[config.mk]
export PLATFORM = sky130hd
export DESIGN_NAME = sdram_bank_tracker
export DESIGN_NICKNAME = d
export VERILOG_FILES = /design/src/rtl/bktrk_pkg.sv /design/src/rtl/bktrk_decode.sv /design/src/rtl/bktrk_timer.sv /design/src/rtl/bktrk_fsm.sv /design/src/rtl/sdram_bank_tracker.sv
export SDC_FILE = /design/constraint.sdc
export NUM_CORES = 1
export LEC_CHECK = 0
export ABC_AREA = 1
export BUFFER_PORTS_ARGS = -buffer_cell sky130_fd_sc_hd__buf_2
export CORE_MARGIN = 10
export CORE_UTILIZATION = 45
export CTS_BUF_LIST = sky130_fd_sc_hd__clkbuf_4 sky130_fd_sc_hd__clkbuf_8
export DETAILED_ROUTE_END_ITERATION = 8
export PLACE_DENSITY = 0.68
export SYNTH_ARGS = -nofsm -noshare
export SYNTH_HDL_FRONTEND = slang
export SYNTH_HIERARCHICAL = 1
export SYNTH_SLANG_ARGS = --single-unit
[constraint.sdc]
create_clock -name clk -period 2 [get_ports clk]
set_input_delay 0.1 -clock clk [delete_from_list [all_inputs] [get_ports clk]]
set_output_delay 0.1 -clock clk [all_outputs]
set_load 0.02 [all_outputs]
[src/rtl/bktrk_pkg.sv]
package bktrk_pkg;

  typedef enum logic [2:0] {
    ST_IDLE = 3'd0,
    ST_ACTV = 3'd1,
    ST_OPEN = 3'd2,
    ST_RD   = 3'd3,
    ST_WR   = 3'd4,
    ST_PRE  = 3'd5,
    ST_RDAP = 3'd6,
    ST_WRAP = 3'd7
  } bank_st_t;

  typedef enum logic [2:0] {
    C_NOP,
    C_ACT,
    C_RD,
    C_WR,
    C_BST,
    C_PRE,
    C_REF,
    C_LMR
  } bank_cmd_t;

  // States in which only NOP or inhibit may reach the bank
  function automatic logic st_locked(input bank_st_t s);
    return (s == ST_ACTV) || (s == ST_PRE) || (s == ST_RDAP) || (s == ST_WRAP);
  endfunction

endpackage

[src/rtl/bktrk_decode.sv]
module bktrk_decode
  import bktrk_pkg::*;
(
  input  logic      clk,
  input  logic      rst_n,
  input  logic      cke,
  input  logic      cs_n,
  input  logic      ras_n,
  input  logic      cas_n,
  input  logic      we_n,
  output bank_cmd_t cmd,
  output logic      live
);

  logic cke_q;

  always_ff @(posedge clk) begin
    if (!rst_n) cke_q <= 1'b0;
    else        cke_q <= cke;
  end

  always_comb begin
    if (cs_n) begin
      cmd = C_NOP;
    end else begin
      unique case ({ras_n, cas_n, we_n})
        3'b111:  cmd = C_NOP;
        3'b011:  cmd = C_ACT;
        3'b101:  cmd = C_RD;
        3'b100:  cmd = C_WR;
        3'b110:  cmd = C_BST;
        3'b010:  cmd = C_PRE;
        3'b001:  cmd = C_REF;
        default: cmd = C_LMR;
      endcase
    end
  end

  // A command counts only with the clock enabled now and one edge ago
  assign live = cke_q && cke && (cmd != C_NOP);

endmodule

[src/rtl/bktrk_timer.sv]
module bktrk_timer #(
  parameter int W = 6
) (
  input  logic         clk,
  input  logic         rst_n,
  input  logic         load,
  input  logic [W:0]   load_val,
  output logic         expire
);

  logic [W:0] cnt;

  always_ff @(posedge clk) begin
    if (!rst_n) begin
      cnt <= '0;
    end else if (load) begin
      cnt <= (load_val == '0) ? {{W{1'b0}}, 1'b1} : load_val;
    end else if (cnt != '0) begin
      cnt <= cnt - 1'b1;
    end
  end

  assign expire = (cnt == {{W{1'b0}}, 1'b1});

endmodule

[src/rtl/bktrk_fsm.sv]
module bktrk_fsm
  import bktrk_pkg::*;
#(
  parameter int W = 6
) (
  input  logic      clk,
  input  logic      rst_n,
  input  bank_cmd_t cmd,
  input  logic      live,
  input  logic      auto_pre,
  input  logic      expire,
  input  logic [W-1:0] t_rcd,
  input  logic [W-1:0] t_rp,
  input  logic [W-1:0] t_burst,
  output bank_st_t  state,
  output logic      tm_load,
  output logic [W:0] tm_val,
  output logic      illegal
);

  localparam int LW = W + 1;

  bank_st_t   st_q, st_d;
  logic       bad;
  logic [LW-1:0] rcd_x, rp_x, bl_x, blrp_x;

  assign rcd_x  = {1'b0, t_rcd};
  assign rp_x   = {1'b0, t_rp};
  assign bl_x   = {1'b0, t_burst};
  assign blrp_x = bl_x + rp_x;

  always_comb begin
    st_d    = st_q;
    tm_load = 1'b0;
    tm_val  = '0;
    bad     = 1'b0;
    unique case (st_q)
      ST_IDLE: begin
        if (live) begin
          unique case (cmd)
            C_ACT: begin
              st_d    = ST_ACTV;
              tm_load = 1'b1;
              tm_val  = rcd_x;
            end
            C_REF, C_LMR, C_PRE: st_d = ST_IDLE;
            default: bad = 1'b1;
          endcase
        end
      end
      ST_ACTV: begin
        bad = live;
        if (expire) st_d = ST_OPEN;
      end
      ST_PRE, ST_RDAP, ST_WRAP: begin
        bad = live;
        if (expire) st_d = ST_IDLE;
      end
      ST_OPEN, ST_RD, ST_WR: begin
        if ((st_q != ST_OPEN) && expire) st_d = ST_OPEN;
        if (live) begin
          unique case (cmd)
            C_RD, C_WR: begin
              tm_load = 1'b1;
              if (auto_pre) begin
                st_d   = (cmd == C_RD) ? ST_RDAP : ST_WRAP;
                tm_val = blrp_x;
              end else begin
                st_d   = (cmd == C_RD) ? ST_RD : ST_WR;
                tm_val = bl_x;
              end
            end
            C_PRE: begin
              st_d    = ST_PRE;
              tm_load = 1'b1;
              tm_val  = rp_x;
            end
            C_BST: begin
              if (st_q == ST_OPEN) bad = 1'b1;
              else                 st_d = ST_OPEN;
            end
            default: bad = 1'b1;
          endcase
        end
      end
      default: st_d = ST_IDLE;
    endcase
  end

  always_ff @(posedge clk) begin
    if (!rst_n) begin
      st_q    <= ST_IDLE;
      illegal <= 1'b0;
    end else begin
      st_q    <= st_d;
      illegal <= bad;
    end
  end

  assign state = st_q;

endmodule

[src/rtl/sdram_bank_tracker.sv]
module sdram_bank_tracker
  import bktrk_pkg::*;
#(
  parameter int CNT_W = 6
) (
  input  logic             clk,
  input  logic             rst_n,
  input  logic             cke,
  input  logic             cs_n,
  input  logic             ras_n,
  input  logic             cas_n,
  input  logic             we_n,
  input  logic             auto_pre,
  input  logic [CNT_W-1:0] t_rcd,
  input  logic [CNT_W-1:0] t_rp,
  input  logic [CNT_W-1:0] t_burst,
  output logic [2:0]       state_o,
  output logic             busy_o,
  output logic             illegal_o
);

  bank_cmd_t    cmd;
  logic         live;
  logic         tm_load;
  logic [CNT_W:0] tm_val;
  logic         expire;
  bank_st_t     st;

  bktrk_decode u_dec (
    .clk   (clk),
    .rst_n (rst_n),
    .cke   (cke),
    .cs_n  (cs_n),
    .ras_n (ras_n),
    .cas_n (cas_n),
    .we_n  (we_n),
    .cmd   (cmd),
    .live  (live)
  );

  bktrk_timer #(.W(CNT_W)) u_tmr (
    .clk      (clk),
    .rst_n    (rst_n),
    .load     (tm_load),
    .load_val (tm_val),
    .expire   (expire)
  );

  bktrk_fsm #(.W(CNT_W)) u_fsm (
    .clk      (clk),
    .rst_n    (rst_n),
    .cmd      (cmd),
    .live     (live),
    .auto_pre (auto_pre),
    .expire   (expire),
    .t_rcd    (t_rcd),
    .t_rp     (t_rp),
    .t_burst  (t_burst),
    .state    (st),
    .tm_load  (tm_load),
    .tm_val   (tm_val),
    .illegal  (illegal_o)
  );

  assign state_o = st;
  assign busy_o  = st_locked(st);

endmodule

==> impl_metrics.env, run 1 <==
export IMPL_routed_wl_um=3782
export IMPL_final_cell_area_um2=1808
export IMPL_synth_area_leaders="nand2_1 18%, dfxtp_1 16%, ha_1 9.3%, inv_1 7.8%, nor2_1 7.3%"
export IMPL_status="completed"
export IMPL_route_detailed_drc=0
export IMPL_clock_latency_ns=0.28
export IMPL_critPathCaptureType="flop"
export IMPL_htreeDepth=1
export IMPL_syn_nets=291
export IMPL_finalCoreUtilization=0.5827
export IMPL_critPathKind="flop to flop"
export IMPL_worst_slew_pin_slew_ns=0.3286
export IMPL_clock_sink_count=12
export IMPL_synth_cell_type_count=33
export IMPL_antenna_found_initial=0
export IMPL_post_drt_via_cell_ratio=4.900
export IMPL_drtIter0Drc=113
export IMPL_synth_async_sr_flop_share=0
export IMPL_finalCritPeriodShare=0.9158
export IMPL_relSlewSlack=0.7802
export IMPL_io_pins=31
export IMPL_hold_viol_final=0
export IMPL_ys_seq_elements=12
export IMPL_placed_area_um2=1744
export IMPL_netlist_area_um2=1488
export IMPL_critPathLaunchType="flop"
export IMPL_path_clk_slew_ns=0.08
export IMPL_fin_skew_ns=0.003900
export IMPL_rows=20
export IMPL_fin_nets=336
export IMPL_netlist_instances=253
export IMPL_cts_tree="built"
export IMPL_avgSynthCellArea_um2=5.880
export IMPL_die_h_um=77.50
export IMPL_cellPowerDensity_nw_per_um2=790.8
export IMPL_yosys_top_cells_count="73 x nand2_1, 31 x inv_1, 29 x nor2_1"
export IMPL_fp_dieW_um=77.50
export IMPL_maxCapViolCount=0
export IMPL_finalSetupViolations=0
export IMPL_grt_max_degree=13
export IMPL_ys_seq_area_frac=0.1615
export IMPL_num_vias=1671
export IMPL_areaGrowthSynthToFinish_pct=21.53
export IMPL_required_ns=2.22
export IMPL_core_um2=3103
export IMPL_grt_util_all_layers=0.1224
export IMPL_grt_pass1_wl_um=6423
export IMPL_initial_utilization=0.4794
export IMPL_synth_edf_count=0
export IMPL_p_total_mw=1.430
export IMPL_drive_above_1_share=0.2424
export IMPL_critPathBufInv=4
export IMPL_peakVddDrop_uv=748.1
export IMPL_ant_nets=0
export IMPL_crit_family="buffers and inverters"
export IMPL_synth_main_ff_cell="dfxtp_1"
export IMPL_cts_root_buf="clkbuf_4"
export IMPL_path_cells="nand2_1 -> o21ai_2 -> inv_2 -> nor2_8 -> o21ai_0 -> a31oi_1 -> inv_2 -> buf_4 -> buf_4 -> nand2_1 -> nor2_1 -> nor2_2"
export IMPL_fmax_ghz=0.5460
export IMPL_arrival_ns=2.05
export IMPL_synth_most_common_cell="nand2_1"
export IMPL_grt_remaining_overflow=0
export IMPL_yosysWarnings=6
export IMPL_final_max_slew_viol_count=0
export IMPL_crit_fanout=9
export IMPL_synth_top_area_cell="nand2_1"
export IMPL_hpwl_um=3111
export IMPL_holdWs_ns=0.01125
export IMPL_numCtsBuffers=3
export IMPL_hp_class="input port to flop"
export IMPL_clockBufferDepth=2
export IMPL_port_buffers=30
export IMPL_wire_per_inst_um=11.09
export IMPL_first_global_vias=1545
export IMPL_die_area_um2=6005
export IMPL_cp_slowest_cell="dfxtp_2"
export IMPL_drtPass1Iterations=4
export IMPL_gp_congestion=0.8642
export IMPL_period_needed_ns=1.832
export IMPL_yosys_area_top_type_share=0.1842
export IMPL_diodes=0
export IMPL_cpPeakStageDelay_ns=0.42
export IMPL_p_leak_nw=0.9553
==> power breakdown <==
| group | internal, mW | switching [mW] |
|---|---|---|
| sequential | 0.299 | 0.0553 |
| combinational | 0.332 | 0.550 |
| clock | 0.111 | 0.0833 |
==> cells by family (layout without fill, tap and decap cells) <==
group                    count (synthesis)  in the layout  synth area share
flip-flops                              12             12            0.1615
buffers and inverters                   40             84            0.1068
AND/OR/NAND/NOR                        138            138            0.4188
adder cells (fa/ha/maj)                 12             12            0.1060
AO/OA/AOI/OAI                           49             49            0.1951
XOR/XNOR                                 2              2           0.01178
==> tightest hold or removal path, stage by stage <==
cell     delay (ns)
buf_2          0.08
nand2_1        0.04
inv_1          0.04
==> metal layers <==
metal  part of all wire  up-vias  GRT usage
li1                   -      908          -
met1               0.49      723     0.1541
met2               0.45       38     0.2015
met3              0.055        2    0.04378
met4             0.0037        0    0.01277
met5                  0        -          0
==> area by class of cell <==
class	instances	area, um^2
clock buffer	4	36.28
fill	335	1295
inverter	38	142.6
timing repair buffer	42	240.2
tap	44	55.05
multi-input combinational	201	1091
sequential	12	242.7
==> worst paths after layout <==
kind,from,depth (start not counted),end,slack (ns)
hold / removal,cke,3,u_dec/cke_q,0.01
setup / recovery,u_fsm/state[1],12,u_tmr/cnt[3],0.17
hold reg to reg,u_fsm/state[2],2,u_fsm/state[2],0.50
setup reg to reg,u_fsm/state[1],12,u_tmr/cnt[3],0.17
==> cell usage in the layout (no fill, tap or decap), types with 2 or more instances in the layout <==
cell and count:
a21oi_1 14, a21oi_2 3, a22oi_1 2, buf_2 30, buf_4 12, clkbuf_4 3
dfxtp_1 10, dfxtp_2 2, ha_1 11, inv_1 30, inv_2 8, nand2_1 72
nand2_2 3, nand2_4 2, nand3_1 19, nor2_1 29, nor2_2 3, nor2_4 3
o211ai_1 4, o21ai_0 19, or2_0 2, xor2_1 2
==> state kept, by name, indices dropped and copies added (netlist names) <==
| signal | flops |
|---|---|
| u_dec/cke_q | 1 |
| u_fsm/state | 3 |
| u_fsm/illegal | 1 |
| u_tmr/cnt | 7 |
==> what timing repair did <==
| item | in CTS | in global routing |
|---|---|---|
| hold buffers | 0 | 0 |
| endpoints found under the setup margin | 0 | 7 |
| setup buffers | 0 | 3 |
| resized for setup | 0 | 4 |
==> stage by stage <==
stage / setup slack (ns) / cells / setup TNS (ns)
after global placement: 0.1048 / 334 / 0
after global routing: -0.006579 / 341 / -0.006579
after floorplan: 0.03464 / 253 / 0
final: 0.1684 / 341 / 0
after CTS: 0.04335 / 338 / 0
after detailed placement: 0.07944 / 334 / 0
Note: power is estimated with default switching activity, not from simulation.
==> run 2: changes to the inputs <==
--- a/config.mk
+++ b/config.mk
@@ -7,11 +7,14 @@
 export LEC_CHECK = 0
 export ABC_AREA = 1
 export BUFFER_PORTS_ARGS = -buffer_cell sky130_fd_sc_hd__buf_2
+export CELL_PAD_IN_SITES_DETAIL_PLACEMENT = 1
+export CELL_PAD_IN_SITES_GLOBAL_PLACEMENT = 2
 export CORE_MARGIN = 10
-export CORE_UTILIZATION = 45
+export CORE_UTILIZATION = 29
 export CTS_BUF_LIST = sky130_fd_sc_hd__clkbuf_4 sky130_fd_sc_hd__clkbuf_8
 export DETAILED_ROUTE_END_ITERATION = 8
-export PLACE_DENSITY = 0.68
+export MAX_ROUTING_LAYER = met4
+export PLACE_DENSITY_LB_ADDON = 0.1
 export SYNTH_ARGS = -nofsm -noshare
 export SYNTH_HDL_FRONTEND = slang
 export SYNTH_HIERARCHICAL = 1
==> run 2 against run 1 <==
Compared with the run above:
- core utilization decreased by 21 points
- sequential cell count unchanged
- critical path depth unchanged
- clock power increased by 12%
- combinational power increased by 2.5%
- largest cell class unchanged
- hold slack improved by 0.050 ns
==> impl_metrics.env, run 2 (synthesis gave the netlist of run 1 again) <==
export IMPL_arrival_ns=1.93
export IMPL_die_area_um2=8395
export IMPL_clockBufferDepth=2
export IMPL_required_ns=2.13
export IMPL_rows=26
export IMPL_initial_utilization=0.2950
export IMPL_fp_dieW_um=91.63
export IMPL_antenna_found_initial=0
export IMPL_grt_remaining_overflow=0
export IMPL_peakVddDrop_uv=356.9
export IMPL_seqPwrFrac=0.242
export IMPL_critPathCaptureType="flop"
export IMPL_route_detailed_drc=0
export IMPL_p_clk_frac=0.148
export IMPL_p_sw_frac=0.4772
export IMPL_cts_root_buf="clkbuf_8"
export IMPL_ant_nets=0
export IMPL_diodes=0
export IMPL_post_drt_via_cell_ratio=4.702
export IMPL_largest_reg_flops=7
export IMPL_pwr_share_comb=0.610
export IMPL_drtIter0Drc=39
export IMPL_hpwl_um=3944
export IMPL_maxCapViolCount=0
export IMPL_p_leak_nw=0.9677
export IMPL_critPathKind="flop to flop"
export IMPL_wire_per_inst_um=12.54
export IMPL_fin_cells=366
export IMPL_status="completed"
export IMPL_relSlewSlack=0.7844
export IMPL_layout_commonest_cell="nand2_1"
export IMPL_first_global_vias=1810
export IMPL_hold_viol_final=0
export IMPL_holdWs_ns=0.06169
export IMPL_core_um2=5042
export IMPL_die_h_um=91.63
export IMPL_clock_latency_ns=0.24
export IMPL_period_needed_ns=1.804
export IMPL_gp_congestion=0.7586
export IMPL_drtPass1Iterations=4
export IMPL_fin_nets=336
export IMPL_fin_skew_ns=0.002920
export IMPL_crit_fanout=6
export IMPL_hp_class="input port to flop"
export IMPL_cts_tree="built"
export IMPL_grt_pass1_wl_um=7983
export IMPL_port_buffers=30
export IMPL_drive_above_1_share=0.2399
export IMPL_num_vias=1721
export IMPL_power_switching_uw=706.0
export IMPL_cellPowerDensity_nw_per_um2=791.5
export IMPL_dpl_cell_count=361
export IMPL_rsz0062_at_grt="no"
export IMPL_io_pins=31
export IMPL_final_max_slew_viol_count=0
export IMPL_clock_sink_count=12
export IMPL_path_clk_slew_ns=0.05
export IMPL_p_int_uw=773.5
export IMPL_fmax_ghz=0.5543
export IMPL_routed_wl_um=4591
export IMPL_final_cell_mix="73 x nand2_1, 30 x inv_1, 30 x buf_2"
export IMPL_largest_register="u_tmr/cnt"
export IMPL_finalCritPeriodShare=0.9020
export IMPL_numCtsBuffers=3
export IMPL_htreeDepth=1
export IMPL_grt_util_all_layers=0.1141
export IMPL_critPathLaunchType="flop"
export IMPL_areaGrowthSynthToFinish_pct=25.65
export IMPL_worst_slew_pin_slew_ns=0.3223
export IMPL_r2r_setup_slack_ns=0.20
export IMPL_grt_max_degree=13
export IMPL_finalSetupViolations=0
==> run 2: cell types whose count changed in the layout (fill, tap and decap cells not counted), sizes merged <==
cell    change
clkbuf      -1
==> run 2: cell type report <==
cell class / instances / area [um^2]
Inverter: 38 / 142.6
Timing Repair Buffer: 42 / 252.7
Tap cell: 70 / 87.58
Clock buffer: 3 / 41.29
Fill cell: 710 / 3173
Multi-Input combinational cell: 201 / 1104
Sequential cell: 12 / 241.5
==> run 2: stage by stage <==
step	worst slack, ns	util	instance area (um^2)	TNS [ns]	power [mW]
2_1_floorplan	0.03464	-	1488	0	1.017
3_3_place_gp	0.05218	0.3563	1797	0	1.253
3_5_place_dp	-0.01902	0.3563	1797	-0.03525	1.256
4_1_cts	0.1014	0.3645	1838	0	1.486
5_1_grt	0.006284	0.3707	1869	0	1.647
6_report	0.1961	0.3707	1869	0	1.480
==> run 2: final timing paths <==
kind                       end  cells past startpoint           start
hold / removal     u_dec/cke_q                      3             cke
setup / recovery  u_tmr/cnt[1]                     12  u_fsm/state[2]
hold reg to reg   u_tmr/cnt[5]                      2    u_tmr/cnt[5]
setup reg to reg  u_tmr/cnt[1]                     12  u_fsm/state[2]
==> run 2: timing repair <==
| item | in CTS | in global routing |
|---|---|---|
| setup buffers | 0 | 2 |
| setup endpoints to repair | 0 | 7 |
| hold buffers | 0 | 0 |
| resized for setup | 0 | 5 |
==> run 2: power by group through the flow <==
| stage | Sequential, mW | Clock (mW) | Combinational [mW] |
|---|---|---|---|
| after global routing | 0.369 | 0.243 | 1.03 |
| final | 0.358 | 0.218 | 0.903 |
| after CTS | 0.355 | 0.230 | 0.901 |
| after floorplan | 0.367 | 0 | 0.651 |
| after global placement | 0.359 | 0 | 0.894 |
| after detailed placement | 0.359 | 0 | 0.897 |
==> run 2: layer usage <==
metal | vias to the layer above | wire, um | GRT usage | share of wire
met4 | 0 | 22 | 0.01567 | 0.0048
met5 | - | 0 | - | 0
met2 | 16 | 2228 | 0.1919 | 0.49
met1 | 797 | 2225 | 0.1394 | 0.48
met3 | 2 | 115 | 0.02445 | 0.025
li1 | 906 | - | - | -
==> run 2: critical path, stage by stage, from the launching register on <==
cell     delay, ns
dfxtp_1       0.31
inv_2         0.09
nand2_1       0.09
o21ai_4       0.10
inv_2         0.09
nor2_8        0.12
o21ai_0       0.09
a31oi_1       0.24
buf_4         0.15
buf_4         0.11
o21ai_0       0.08
a21oi_1       0.15
nor2_1        0.07
